## config.mk

```make
export PLATFORM = sky130hd
export DESIGN_NAME = lbWinXlate
export DESIGN_NICKNAME = d
export VERILOG_FILES = /design/src/rtl/lbWinPkg.sv /design/src/rtl/lbWinCtrl.sv /design/src/rtl/lbWinPath.sv /design/src/rtl/lbWinXlate.sv
export SDC_FILE = /design/constraint.sdc
export NUM_CORES = 1
export LEC_CHECK = 0
export CORE_ASPECT_RATIO = 0.5
export CORE_MARGIN = 5
export CORE_UTILIZATION = 32
export CTS_CLUSTER_SIZE = 28
export DETAILED_ROUTE_END_ITERATION = 8
export GPL_TIMING_DRIVEN = 0
export MAX_ROUTING_LAYER = met4
export PLACE_DENSITY = 0.57
export SLEW_MARGIN = 0
export SYNTH_ARGS = -nofsm -noshare
export SYNTH_HDL_FRONTEND = slang
export SYNTH_SLANG_ARGS = --single-unit
```

## constraint.sdc

```tcl
create_clock -name clk -period 4.5 [get_ports clk]
set_input_delay 1.125 -clock clk [delete_from_list [all_inputs] [get_ports clk]]
set_output_delay 1.125 -clock clk [all_outputs]
set_load 0.03 [all_outputs]
```

## src/rtl/lbWinPkg.sv

```systemverilog
package lbWinPkg;
  localparam int WIN_IDX_W = 2;
  localparam int MAX_WIN   = 1 << WIN_IDX_W;
  localparam int REG_SEL_W = WIN_IDX_W + 1;

  localparam logic [2:0] CYC_NONE = 3'b000;
  localparam logic [2:0] CYC_MEM  = 3'b011;
  localparam logic [2:0] CYC_CFG  = 3'b101;

  // strobes from register control to the window datapath
  typedef struct packed {
    logic                 wrEn;
    logic                 isMap;
    logic [WIN_IDX_W-1:0] win;
    logic                 inRange;
  } winStb_t;
endpackage

```

## src/rtl/lbWinCtrl.sv

```systemverilog
module lbWinCtrl
  import lbWinPkg::*;
#(
  parameter int NUM_WIN = 3
) (
  input  logic                 regWrEn,
  input  logic [REG_SEL_W-1:0] regAddr,
  output winStb_t              stb
);
  localparam logic [WIN_IDX_W:0] WIN_LIMIT = (WIN_IDX_W+1)'(NUM_WIN);

  logic [WIN_IDX_W-1:0] winIdx;
  logic                 idxOk;

  assign winIdx = regAddr[REG_SEL_W-1:1];
  assign idxOk  = ({1'b0, winIdx} < WIN_LIMIT);

  always_comb begin
    stb.wrEn    = regWrEn && idxOk;
    stb.isMap   = regAddr[0];
    stb.win     = winIdx;
    stb.inRange = idxOk;
  end
endmodule

```

## src/rtl/lbWinPath.sv

```systemverilog
module lbWinPath
  import lbWinPkg::*;
#(
  parameter int NUM_WIN = 3,
  parameter int ADDR_W  = 32,
  parameter int MIN_SH  = 20
) (
  input  logic              clk,
  input  logic              rstN,
  input  winStb_t           stb,
  input  logic [ADDR_W-1:0] wrData,
  output logic [ADDR_W-1:0] rdData,
  input  logic [ADDR_W-1:0] lbAddr,
  output logic [ADDR_W-1:0] pciAddr,
  output logic [2:0]        cycType,
  output logic              prefetch,
  output logic              hit
);
  localparam int MAP_UP = ADDR_W - MIN_SH;
  localparam int MAP_W  = MAP_UP + 4;

  logic [NUM_WIN-1:0][ADDR_W-1:0] baseQ;
  logic [NUM_WIN-1:0][MAP_W-1:0]  mapQ;
  logic [NUM_WIN-1:0][ADDR_W-1:0] xlAddr;
  logic [NUM_WIN-1:0]             winMatch;

  for (genvar w = 0; w < NUM_WIN; w++) begin : g_win
    logic [ADDR_W-1:0] baseR;
    logic [MAP_W-1:0]  mapR;
    logic [ADDR_W-1:0] lowMask;
    logic [ADDR_W-1:0] xl;
    logic              selW;

    assign selW = (stb.win == WIN_IDX_W'(w));

    always_ff @(posedge clk or negedge rstN) begin
      if (!rstN) begin
        baseR <= '0;
        mapR  <= '0;
      end else if (stb.wrEn && selW) begin
        if (stb.isMap) mapR  <= wrData[MAP_W-1:0];
        else           baseR <= wrData;
      end
    end

    // bits below the window size pass through
    always_comb begin
      int shAmt;
      shAmt = MIN_SH + int'(baseR[7:4]);
      if (shAmt > ADDR_W) shAmt = ADDR_W;
      for (int b = 0; b < ADDR_W; b++) lowMask[b] = (b < shAmt);
    end

    always_comb begin
      xl = (lbAddr & lowMask) | ({mapR[MAP_W-1:4], {MIN_SH{1'b0}}} & ~lowMask);
      if (mapR[3:1] == CYC_CFG && !mapR[0]) xl[1:0] = 2'b00;
    end

    assign winMatch[w] = baseR[0] && (((lbAddr ^ baseR) & ~lowMask) == '0);
    assign xlAddr[w]   = xl;
    assign baseQ[w]    = baseR;
    assign mapQ[w]     = mapR;
  end

  // lowest index wins: walk downward so the last assignment is the lowest
  always_comb begin
    hit      = 1'b0;
    pciAddr  = lbAddr;
    cycType  = CYC_NONE;
    prefetch = 1'b0;
    for (int w = NUM_WIN - 1; w >= 0; w--) begin
      if (winMatch[w]) begin
        hit      = 1'b1;
        pciAddr  = xlAddr[w];
        cycType  = mapQ[w][3:1];
        prefetch = baseQ[w][2];
      end
    end
  end

  always_comb begin
    rdData = '0;
    for (int w = 0; w < NUM_WIN; w++) begin
      if (stb.inRange && stb.win == WIN_IDX_W'(w))
        rdData = stb.isMap ? {{(ADDR_W-MAP_W){1'b0}}, mapQ[w]} : baseQ[w];
    end
  end
endmodule

```

## src/rtl/lbWinXlate.sv

```systemverilog
module lbWinXlate
  import lbWinPkg::*;
#(
  parameter int NUM_WIN = 3
) (
  input  logic                 clk,
  input  logic                 rstN,
  input  logic                 regWrEn,
  input  logic [REG_SEL_W-1:0] regAddr,
  input  logic [31:0]          regWrData,
  output logic [31:0]          regRdData,
  input  logic [31:0]          lbAddr,
  output logic [31:0]          pciAddr,
  output logic [2:0]           cycType,
  output logic                 prefetch,
  output logic                 hit
);
  localparam int ADDR_W = 32;
  localparam int MIN_SH = 20;

  winStb_t stb;

  lbWinCtrl #(.NUM_WIN(NUM_WIN)) u_ctrl (
    .regWrEn (regWrEn),
    .regAddr (regAddr),
    .stb     (stb)
  );

  lbWinPath #(.NUM_WIN(NUM_WIN), .ADDR_W(ADDR_W), .MIN_SH(MIN_SH)) u_path (
    .clk      (clk),
    .rstN     (rstN),
    .stb      (stb),
    .wrData   (regWrData),
    .rdData   (regRdData),
    .lbAddr   (lbAddr),
    .pciAddr  (pciAddr),
    .cycType  (cycType),
    .prefetch (prefetch),
    .hit      (hit)
  );
endmodule

```

# Word-level counts from Yosys, hierarchy flattened
# Cells that the tools add are included.
# word_totals
ff_bits	144
input_bits	70
out_inout_bits	69
elab_cells	183
# classes
add_sub_neg	3
order_cmp	100
eq_ne	5
n_mux	24
bitwise_logic	19
reduce_logical	26
# op_table
cell	count
< comparator 6 x 32 -> 1 bit (first input constant)	48
< comparator 5 x 32 -> 1 bit (first input constant)	24
< comparator 4 x 32 -> 1 bit (first input constant)	12
2-to-1 mux 32 bit	12
AND 32 bit	9
< comparator 3 x 32 -> 1 bit (first input constant)	6
> comparator 32 x 7 -> 1 bit (second input constant)	3
logical NOT 32 bit	3
< comparator 1 x 32 -> 1 bit (first input constant)	3
< comparator 2 x 32 -> 1 bit (first input constant)	3
NOT 32 bit	3
OR 32 bit	3
XOR 32 bit	3
adder 5 x 4 -> 6 bit (first input constant)	3
logical AND 1 bit	13
AND reduction 2 bit	6
== test 3 bit (second input constant)	3
2-to-1 mux 3 bit	3
2-to-1 mux 1 bit	6
2-to-1 mux 2 bit	3
logical NOT 1 bit	3
== test 2 x 1 -> 1 bit (second input constant)	1
== test 2 bit (second input constant)	1
logical NOT 2 bit	1
other kinds (2)	2

# Longest topological paths before layout
# logic_depth
word_depth	11
depth_mapped	11

# Modules after synthesis
# From an unflattened synthesis, not the netlist that was laid out.
# unflattened
cells_unflattened	812
area_unflattened_um2	8823.5
# by_module_without_submodules
mod	instances	cells_per_inst	area_each_um2	seq_area_each_um2
lbWinPath	1	806	8782.2	3603.5
lbWinCtrl	1	6	41.3	0.0

# Worst setup path after synthesis
# OpenSTA, ideal clock, no wires.
# synth_timing
kind	input -> output
from	in lbAddr[27]
to	out pciAddr[20]
t_arrival_ps	3263
slack_ps	112
path_stages	8
path_cell_list	clkbuf_1 > xor2_1 > a222oi_1 > o211a_1 > nand4_1 > inv_1 > nor2_1 > a221oi_1
# synth_between
elab_chain_cells	7
elab_cells_between_ends	15
# synth_rtl
item	line	text
start: declaration	lbWinXlate.sv:12	input logic [31:0] lbAddr,
XOR 32 bit	lbWinPath.sv:59	assign winMatch[w] = baseR[0] && (((lbAddr ^ baseR) & ~lowMask) == '0);
AND 32 bit	lbWinPath.sv:59	
logical NOT 32 bit	lbWinPath.sv:59	
logical AND 1 bit	lbWinPath.sv:59	
2-to-1 mux 32 bit (2 in series)	lbWinPath.sv:72	if (winMatch[w]) begin
2-to-1 mux 32 bit *	lbWinPath.sv:72	
end: declaration	lbWinXlate.sv:13	output logic [31:0] pciAddr,
# Every way passes the cells marked *; elsewhere a longest branch is shown, timed or not.

# Final worst setup path
# layout_timing
from	in lbAddr[30]
to	out pciAddr[27]
# The elaborated chain is that of the path after synthesis.

==> impl_metrics.yaml <==
timing:
  timing.fmax_mhz: 223
  whs_ns: 0.506
  finalWorstPathRequiredPeriod_ns: 4.49
  fin_crit_sh_pct: 99.8
  grt_setup_unrepaired: "false"
  setup_viol: 0
  skew_ns: 0
  worst_slew_pin_slew_ns: 1.26
  drv_slew: 0
  hold_viol: 0
  timing.slew.headroom_pct: 15.5
global_routing:
  grt_overflow: 0
  first_global_vias: 6989
  grt_start_max_net_pins: 74
  grtUsageTotal_pct: 20.2
  antenna_found_initial: 0
  grt_pass1_wl_mm: 44.4
die:
  core_mm2: 0.0263
  die_x_um: 241
  die_area_mm2: 0.0302
  num_io_pins: 139
  die-height_um: 125
  start_util_pct: 32.3
  fp-row-count: 42
power_and_ir_drop:
  p_leak_uw: 0.00472
  seqPwrFrac_pct: 36.9
  powerDensity_mw_per_mm2: 457
  switching_share_pct: 34.3
  p_comb_share_pct: 32.5
  ir_worst_vdd_mv: 0.258
  clkPwrFrac_pct: 30.6
  p_sw_uw: 1710
  p_int_uw: 3280
critical_path:
  crit_path_cell_trace: "clkbuf_1 > xor2_1 > a222oi_1 > and3_1 > buf_6 > buf_4 > a311oi_1 > o22ai_1 > buf_4"
  crit-reg2reg-launch: "u_path.g_win[1].baseR[5]"
  crit_path_end_kind: "output port"
  worstSetupPathType: "input port to output port"
  rr_endpoint: "u_path.g_win[1].baseR[5]"
  critPathMaxStageDelay_ns: 0.42
  crit_path_top_delay_cell: "a222oi_1"
  worstPathArrival_ns: 3.37
  cp_max_fo: 10
  setup.worst_path.start_class: "input port"
  critical-path-top-delay-family: "buffers and inverters"
  path_buf_inv: 4
  r2r_slack_ns: 3.52
  cp_data_required_time_ns: 3.38
  ff2ff_path_depth: 2
  cp_common_cell: "buf_4"
hold_path:
  min_to: "u_path.g_win[2].baseR[18]"
  hp-start: "u_path.g_win[2].baseR[18]"
  hp-class: "register to register"
  holdPathStages: 1
logic_synthesis:
  ys.flop_type: "dfrtp_1"
  ys_warn_count: 0
  netlist_instances: 773
  synth_top_area_share_pct: 42.3
  synth_area_per_cell_um2: 11.0
  synth_nets: 861
  ys_async_sr_fraction_pct: 100
  synth_seq_cells: 144
  syn_area_mm2: 0.00852
  yosysTopAreaCell: "dfrtp_1"
  seq_area_frac_synth_pct: 42.3
  synth_edf_count: 0
  ys_top_cells_by_area: "dfrtp_1, mux2_2, mux2i_1, mux4_2, ha_1"
  ys_types: 54
routing:
  drt-pass1-iter-count: 5
  totalWireLength_mm: 29.6
  ant_nets: 0
  drc: 0
  routedWlPerCell_um: 23.3
  vias: 6764
  routed_via_density: 5.32
  initialDrtViolationCount: 610
layout:
  fill_cells: 2548
  area_growth_pct: 28.4
  drive_above_1_share_pct: 32.8
  diodes: 0
  utilization_pct: 41.5
  fin_nets: 994
clock_network:
  clock_latency_ns: 0.44
  htreeDepth: 4
  cts_tree: "yes"
  numCtsBuffers: 17
  cts_root_buf: "clkbuf_16"
  clkTransAtPathRegs_ns: 0.06
  clk_path_buf_depth: 2
  cts.sinks: 144
place:
  dp_hpwl_mm: 22.2
  io_buffers: 106
  place.gp.congestion: 0.942
run:
  cap_viol_max_count: 0
status:
  outcome: "completed"
power groups by stage:
stage	registers, µW	logic [µW]	clock network, µW
floorplan	1760	1040	0
global placement	1840	1530	0
detailed placement	1850	1550	0
CTS	1830	1590	1540
global route	1880	1740	1600
finish	1840	1620	1530
cells in the final DEF, fill, tap and decap left out, types with 4 or more instances in the layout:
master           instances
mux2_2                 140
dfrtp_1                140
mux2i_1                 59
clkdlybuf4s50_1         57
nand2_1                 48
nor2_1                  42
a21oi_1                 39
clkbuf_1                33
o21ai_0                 29
dlygate4sd2_1           29
xnor2_1                 18
clkbuf_16               17
buf_2                   16
buf_4                   16
xor2_1                  15
ha_1                    15
clkbuf_2                14
buf_6                   12
mux4_2                  11
nand2b_1                 9
inv_1                    8
clkbuf_4                 8
a221oi_1                 5
a21bo_2                  5
a21oi_2                  5
o22ai_1                  5
a22oi_1                  5
a31oi_1                  4
a211oi_1                 4
a22o_1                   4
nand4b_1                 4
bufinv_16                4
dfrtp_2                  4
area by class of cell:
class	instances	area, µm²	share of cell area [%]
Sequential cell	144	3610	33.0
Clock buffer	19	443	4.05
Multi-Input combinational cell	543	4740	43.3
Buffer	73	397	3.63
Timing Repair Buffer	116	1080	9.89
Inverter	11	43.8	0.400
Tap cell	352	440	4.03
Clock inverter	13	184	1.68
worst reg2reg max path, stage by stage, from the launching register on:
cell and delay (ns):
dfrtp_1 0.41, buf_2 0.19, mux2_2 0.27
through the flow:
stage	power, µW	TNS, ns	area (µm²)	std cells	setup slack, ns
2_1_floorplan	2800	0	8520	773	0.112
4_1_cts	4960	-0.0334	10800	1270	-0.0301
5_1_grt	5220	0	10900	1271	0.00225
3_3_place_gp	3370	-570.41	10000	1231	-3.68
3_5_place_dp	3400	-45.36	10000	1232	-1.22
6_report	4990	0	10900	1271	0.00849
worst max-delay path by stage:
stage,from,to,slack (ns),depth (start not counted)
after detailed placement,lbAddr[27],pciAddr[20],-1.22,9
after global routing,u_path.g_win[2].baseR[6],pciAddr[27],0.002,11
after global placement,rstN,u_path.g_win[0].baseR[18],-3.68,1
after floorplan,lbAddr[27],pciAddr[20],0.11,8
final,lbAddr[30],pciAddr[27],0.008,9
after CTS,lbAddr[27],pciAddr[20],-0.03,9
layer usage:
layer / up-vias / global-route usage [%] / share of wire [%]
li1: 3034 / - / -
met1: 3487 / 28.1 / 47
met2: 205 / 30.5 / 45
met3: 38 / 3.56 / 5.2
met4: 0 / 5.63 / 2.1
met5: - / - / 0
cells by family (layout without fill, tap and decap cells):
logic type,Yosys count,in the layout,synth area share (%)
mux,210,210,28.4
compound gates,140,140,10.6
fa+ha+maj,18,18,2.64
buf+inv,86,232,4.23
flops,144,144,42.3
simple gates,139,139,8.12
xor+xnor,36,36,3.70
sequential cells by signal (all words and copies together), names as in the netlist:
signal,flops
u_path.g_win.baseR,96
u_path.g_win.mapR,48
timing repair:
item                       4_1_cts  5_1_grt
setup endpoints to repair       51       35
cloned                           0        0
hold buffers                     0        0
resized for setup              177       62
buffers inserted                 7        2
pin swaps                        4       10
cells in the mapped netlist (2+ instances only):
cell / instances
a2111oi_0: 2
a211oi_1: 5
a21bo_2: 5
a21boi_0: 3
a21oi_1: 44
a221oi_1: 8
a222oi_1: 3
a22o_1: 4
a22oi_1: 5
a311oi_1: 3
a31o_2: 3
a31oi_1: 4
a32oi_1: 2
and2_1: 5
and3_1: 2
buf_1: 3
buf_2: 17
buf_6: 2
clkbuf_1: 52
dfrtp_1: 144
ha_1: 18
inv_1: 11
mux2_2: 140
mux2i_1: 59
mux4_2: 11
nand2_1: 48
nand2b_1: 10
nand3_1: 2
nand3b_1: 2
nand4_1: 2
nand4b_1: 4
nor2_1: 45
nor2b_1: 4
nor3_1: 3
nor3b_1: 2
nor4b_2: 2
nor4bb_1: 3
o21a_1: 3
o21ai_0: 33
o22ai_1: 5
or3b_1: 3
xnor2_1: 20
xor2_1: 16
No activity file was read; power rests on OpenSTA's default activity.
